## src/rtl/gpioPkg.sv

```systemverilog
package gpioPkg;
  localparam int NUM_BANKS = 4;
  localparam int BANK_W    = 16;
  localparam int PINS      = NUM_BANKS * BANK_W;

  typedef struct packed {
    logic [NUM_BANKS-1:0] oeWe;
    logic [NUM_BANKS-1:0] valWe;
    logic                 dbgWe;
  } wrStrobe_t;
endpackage

```

## src/rtl/gpio_ctrl.sv

```systemverilog
module gpio_ctrl
  import gpioPkg::*;
#(
  parameter int ADDR_W   = 7,
  parameter int OE_BASE  = 5,
  parameter int VAL_BASE = 9,
  parameter int DBG_ADDR = 14
) (
  input  logic              wrEn,
  input  logic [ADDR_W-1:0] wrAddr,
  output wrStrobe_t         strb
);
  // One address comparator per register, gated by the write strobe.
  for (genvar k = 0; k < NUM_BANKS; k++) begin : g_dec
    localparam logic [ADDR_W-1:0] OeAddr  = ADDR_W'(OE_BASE + k);
    localparam logic [ADDR_W-1:0] ValAddr = ADDR_W'(VAL_BASE + k);
    assign strb.oeWe[k]  = wrEn && (wrAddr == OeAddr);
    assign strb.valWe[k] = wrEn && (wrAddr == ValAddr);
  end

  localparam logic [ADDR_W-1:0] DbgAddr = ADDR_W'(DBG_ADDR);
  assign strb.dbgWe = wrEn && (wrAddr == DbgAddr);
endmodule

```

## src/rtl/gpio_sync2.sv

```systemverilog
module gpio_sync2 #(
  parameter int WIDTH = 64
) (
  input  logic             clk,
  input  logic             rst_n,
  input  logic [WIDTH-1:0] din,
  output logic [WIDTH-1:0] dout
);
  logic [WIDTH-1:0] stage1;

  always_ff @(posedge clk) begin
    if (!rst_n) begin
      stage1 <= '0;
      dout   <= '0;
    end else begin
      stage1 <= din;
      dout   <= stage1;
    end
  end
endmodule

```

## src/rtl/gpio_datapath.sv

```systemverilog
module gpio_datapath
  import gpioPkg::*;
(
  input  logic                 clk,
  input  logic                 rst_n,
  input  wrStrobe_t            strb,
  input  logic [31:0]          wrData,
  input  logic [PINS-1:0]      dbgVal,
  input  logic [PINS-1:0]      dbgOe,
  input  logic [PINS-1:0]      padIn,
  output logic [PINS-1:0]      padOut,
  output logic [PINS-1:0]      padOe,
  output logic [PINS-1:0]      pinLevel,
  output logic [PINS-1:0]      oeQ,
  output logic [PINS-1:0]      valQ,
  output logic [NUM_BANKS-1:0] dbgEnQ
);
  logic [BANK_W-1:0] selMask;
  logic [BANK_W-1:0] newBits;

  assign selMask = wrData[2*BANK_W-1:BANK_W];
  assign newBits = wrData[BANK_W-1:0];

  for (genvar k = 0; k < NUM_BANKS; k++) begin : g_bank
    logic [BANK_W-1:0] oeNext;
    logic [BANK_W-1:0] valNext;

    // Keep bits whose mask bit is 0, take the new bits where it is 1.
    assign oeNext  = (oeQ[k*BANK_W +: BANK_W]  & ~selMask) | (newBits & selMask);
    assign valNext = (valQ[k*BANK_W +: BANK_W] & ~selMask) | (newBits & selMask);

    always_ff @(posedge clk) begin
      if (!rst_n) begin
        oeQ[k*BANK_W +: BANK_W]  <= '0;
        valQ[k*BANK_W +: BANK_W] <= '0;
      end else begin
        if (strb.oeWe[k])  oeQ[k*BANK_W +: BANK_W]  <= oeNext;
        if (strb.valWe[k]) valQ[k*BANK_W +: BANK_W] <= valNext;
      end
    end

    // The override hands the whole group to the debug bus.
    always_comb begin
      if (dbgEnQ[k]) begin
        padOut[k*BANK_W +: BANK_W] = dbgVal[k*BANK_W +: BANK_W];
        padOe[k*BANK_W +: BANK_W]  = dbgOe[k*BANK_W +: BANK_W];
      end else begin
        padOut[k*BANK_W +: BANK_W] = valQ[k*BANK_W +: BANK_W];
        padOe[k*BANK_W +: BANK_W]  = oeQ[k*BANK_W +: BANK_W];
      end
    end
  end

  always_ff @(posedge clk) begin
    if (!rst_n)          dbgEnQ <= '0;
    else if (strb.dbgWe) dbgEnQ <= wrData[NUM_BANKS-1:0];
  end

  gpio_sync2 #(.WIDTH(PINS)) u_sync (
    .clk   (clk),
    .rst_n (rst_n),
    .din   (padIn),
    .dout  (pinLevel)
  );
endmodule

```

## src/rtl/gpio_pin_bank.sv

```systemverilog
module gpio_pin_bank
  import gpioPkg::*;
#(
  parameter int ADDR_W = 7
) (
  input  logic              clk,
  input  logic              rst_n,
  input  logic              wrEn,
  input  logic [ADDR_W-1:0] wrAddr,
  input  logic [31:0]       wrData,
  input  logic [PINS-1:0]   dbgVal,
  input  logic [PINS-1:0]   dbgOe,
  input  logic [PINS-1:0]   padIn,
  output logic [PINS-1:0]   padOut,
  output logic [PINS-1:0]   padOe,
  output logic [PINS-1:0]   pinLevel
);
  wrStrobe_t            strb;
  logic [PINS-1:0]      oeQ;
  logic [PINS-1:0]      valQ;
  logic [NUM_BANKS-1:0] dbgEnQ;

  gpio_ctrl #(.ADDR_W(ADDR_W)) u_ctrl (
    .wrEn   (wrEn),
    .wrAddr (wrAddr),
    .strb   (strb)
  );

  gpio_datapath u_dp (
    .clk      (clk),
    .rst_n    (rst_n),
    .strb     (strb),
    .wrData   (wrData),
    .dbgVal   (dbgVal),
    .dbgOe    (dbgOe),
    .padIn    (padIn),
    .padOut   (padOut),
    .padOe    (padOe),
    .pinLevel (pinLevel),
    .oeQ      (oeQ),
    .valQ     (valQ),
    .dbgEnQ   (dbgEnQ)
  );
endmodule

```

## config.mk

```make
export PLATFORM = sky130hd
export DESIGN_NAME = gpio_pin_bank
export DESIGN_NICKNAME = d
export VERILOG_FILES = /design/src/rtl/gpioPkg.sv /design/src/rtl/gpio_ctrl.sv /design/src/rtl/gpio_sync2.sv /design/src/rtl/gpio_datapath.sv /design/src/rtl/gpio_pin_bank.sv
export SDC_FILE = /design/constraint.sdc
export NUM_CORES = 1
export LEC_CHECK = 0
export BUFFER_PORTS_ARGS = -buffer_cell sky130_fd_sc_hd__buf_2
export CAP_MARGIN = 10
export CORE_AREA = 10 10 158 160
export CTS_CLUSTER_DIAMETER = 40
export DETAILED_ROUTE_END_ITERATION = 10
export DIE_AREA = 0 0 168 170
export PLACE_DENSITY = 0.8
export SLEW_MARGIN = 25
export SYNTH_ARGS = -nofsm -noshare
export SYNTH_HDL_FRONTEND = slang
export SYNTH_SLANG_ARGS = --single-unit
```

## constraint.sdc

```tcl
create_clock -name clk -period 3.1 [get_ports clk]
set_input_delay 0.93 -clock clk [delete_from_list [all_inputs] [get_ports clk]]
set_output_delay 0.93 -clock clk [all_outputs]
set_load 0.02 [all_outputs]
```

Yosys cells after proc, flatten, opt, wreduce, memory -nomap -nowiden:

Cells that the tools add are included.

* equality and inequality tests: 9
* muxes and demuxes: 8
* bitwise logic cells: 18
* reductions and logical operators: 9

Operators by type and width (number)
* $and 16x16->16: 9
* $mux 16: 8
* $or 16x16->16: 8
* $eq 7x4->1 const B: 6
* $eq 7x3->1 const B: 3
* $not 16->16: 1
* $logic_and 1x1->1: 9

* register bits: 260
* output and inout bits: 192

Longest topological paths before layout:

* depth in word-level cells: 3
* depth in mapped cells: 6

Cells and area by module:

A second synthesis with hierarchy kept.

* cell total of the unflattened synthesis: 1020
* area, all modules: 10432.5 µm²

By module, submodules not included
* gpio_datapath: times used 1, cells each 733, area each 6786.5 µm², sequential area each 2642.5 µm²
* gpio_sync2: times used 1, cells each 270, area each 3550.9 µm², sequential area each 2562.5 µm²
* gpio_ctrl: times used 1, cells each 17, area each 95.1 µm², sequential area each 0.0 µm²

Least setup slack after synthesis:

Ideal clock, no wire load.

* path type: flip-flop to output port
* from: reg u_dp.dbgEnQ[0]
* to: out padOe[0]
* arrival: 1.267 ns
* required time: 2.170 ns
* setup slack: 0.903 ns
* cell stages (with the launch flop): 4
* cell sequence: dfxtp_1 clkbuf_1 clkbuf_1 mux2_2

* cells in the longest elaborated chain, start to end: 1

Ends and longest elaborated chain
* from (decl): RTL line gpio_datapath.sv:16 `output logic [NUM_BANKS-1:0] dbgEnQ`
* from (signal assigned): RTL line gpio_datapath.sv:56 `else if (strb.dbgWe) dbgEnQ <= wrData[NUM_BANKS-1:0];`
* $mux 16: RTL line gpio_datapath.sv:44 `if (dbgEnQ[k]) begin`
* to (decl): RTL line gpio_pin_bank.sv:15 `output logic [PINS-1:0] padOe,`

Every way passes these cells.

Final worst setup path:

* from: reg u_dp.dbgEnQ[1]
* to: out padOe[29]

Same word-level chain as after synthesis.

==> metrics <==
clk_lat worst skew=0.49 ns; clock power share=0.517; CP max stage cell=dfxtp_1; leading cell type in the layout, fill and taps excluded=buf_2; syn avg cell area=10.2 um2; Initial Util=0.485; GRT overflow=0; Clk Tree Root Cell=clkbuf_16; top layer in use=met4; Clock Sinks=260; Leakage=0.00738 uW; met1 wire length=12.9 mm; Min-Delay Path Depth=1; family with the most delay on the worst path=flip-flops; H-tree depth=2; die height=170 um; CP required=2.17 ns; crit start category=flop; Synth Register Bits=260; Setup TNS=0 ns; share of post-route cells with drive strength above 1=0.443; global-route wire length before repair=51.5 mm; Reg2Reg Setup Slack=2.01 ns; sequential share of the synthesized area=0.495; Cells after Synth=1,035; Initial DRT Pass Iterations=6; HP Class=flop to flop; final hold vios=0; CP bufs+invs=2; CTS tree=built; Post-Syn Nets=1,269; Seq pwr share=0.423; routed vias/inst=5.12; DP HPWL=25.8 mm; Setup Skew=0.00920 ns; Cell Area, Synth=10,500 um2; unrepaired setup endpoints after global routing=no; core area=21,700 um2; fin cells=1,731; status=finished, final reports clean; Inserted Clock Buffers=34; DRC violations left=0; top-area cell type share of the netlist area=0.495; Main synth FF type=dfxtp_1; number of port buffers=425; switch share=0.222; clk buf depth=3; critical-path maximum fanout=23; crit path kind=flop to output port; Clock transition at path regs=0.06 ns; power density over the cells=575 nW/um2; Synthesis Warnings=0; top post-synthesis cells by area=dfxtp_1, mux2_2, mux2i_1; number of flops mapped to enable cells by yosys=0; Layout area overhead=34.7%; fin crit share=0.939; WL met3=3.91 mm; Overall Global Routing Usage=0.225; Netlist cell types=18; Pint=6330 uW; Logic pwr share=0.060; area leader, netlist=dfxtp_1; initial antenna violation count=3; Crit path depth=3; RePlAce Congestion=0.846; Max Freq=0.344 GHz; met2 WL=16.8 mm; final setup fails=0; Routed WL=34.4 mm; Critical Path Max Stage Delay=0.68 ns; Boundary Pins=426; largest net degree at the start of global routing=133; DR WL/cell=19.9 um; number of global-route vias before repair=9,322; 1st-iter DRT viols=446; Die Wd=168 um; sw power=1810 uW; WP data arrival=1.98 ns; Post-CTS Hold Fix Bufs=0; Peak VDD IR=0.000606 V; MaxCap Viol Count=0; # resized after CTS=0; Final min period=2.91 ns; commonest cells after routing, fill and taps aside=buf_2, dfxtp_1, nand2_1; Tightest Pin Transition=0.594 ns; R2R cell count=3; Vias=8,862; DP Cell Count=1,665; Nets=1,655; crit-path cells=buf_12, mux2_2, buf_2; Setup Buffers After CTS=0; Max-Slew Margin vs Limit=0.604; Critical Path End Type=output port; die area=28,600 um2; Max Slew Vio Count=0; asr flop ratio synth=0; Post-DRT Antenna Nets=0; row cnt=54
==> Yosys cell counts, types with 4 or more instances <==
| cell | count |
|---|---|
| a21oi_1 | 4 |
| dfxtp_1 | 260 |
| mux2_2 | 128 |
| and2_1 | 128 |
| clkbuf_1 | 72 |
| buf_4 | 6 |
| o21ai_0 | 4 |
| mux2i_1 | 128 |
| nor4bb_1 | 5 |
| nand2_1 | 144 |
| buf_2 | 14 |
| nand3_1 | 132 |
==> power groups by stage <==
stage	registers, uW	logic (uW)	clock network [uW]
final	3440	491	4210
after global routing	3450	532	4420
after CTS	3440	494	4260
after detailed placement	3510	491	0
after global placement	3510	480	0
after floorplan	3550	185	0
==> area by class of cell <==
type / instances / area (um2)
Multi-Input combinational cell: 680 / 4990
Inverter: 1 / 3.75
Tap cell: 280 / 350
Clock buffer: 45 / 1030
Sequential cell: 260 / 5200
Antenna cell: 4 / 10.0
Fill cell: 1708 / 7520
Timing Repair Buffer: 444 / 2340
Clock inverter: 17 / 244
==> through the flow <==
stage	utilization	area [um2]	hold slack, ns	worst slack (ns)	total power, uW
3_5_place_dp	0.594	12900	0.418	0.680	4000
5_1_grt	0.653	14200	0.444	0.137	8390
2_1_floorplan	-	10500	0.406	0.903	3740
3_3_place_gp	0.594	12900	0.409	0.679	3990
6_report	0.653	14200	0.429	0.190	8140
4_1_cts	0.653	14200	0.432	0.174	8200
==> per-layer routing <==
metal	up-vias	track usage
met5	-	0
li1	4274	-
met4	0	0.0753
met2	414	0.393
met3	56	0.0885
met1	4118	0.244
==> cell families (layout without fill, tap and decap cells) <==
| family | after synthesis | count (layout) | synth area share |
|---|---|---|---|
| other | 0 | 4 | 0 |
| buffers and inverters | 95 | 507 | 0.0377 |
| DFF | 260 | 260 | 0.495 |
| and+or+nand+nor | 416 | 416 | 0.204 |
| AOI/OAI and AO/OA | 8 | 8 | 0.00381 |
| muxes | 256 | 256 | 0.259 |
==> final timing paths <==
kind	end	from
max	padOe[29]	u_dp.dbgEnQ[1]
min	u_dp.u_sync.dout[62]	u_dp.u_sync.stage1[62]
max reg2reg	u_dp.dbgEnQ[2]	u_dp.dbgEnQ[2]
min reg2reg	u_dp.u_sync.dout[62]	u_dp.u_sync.stage1[62]
Power figures use the tool's default switching activity.
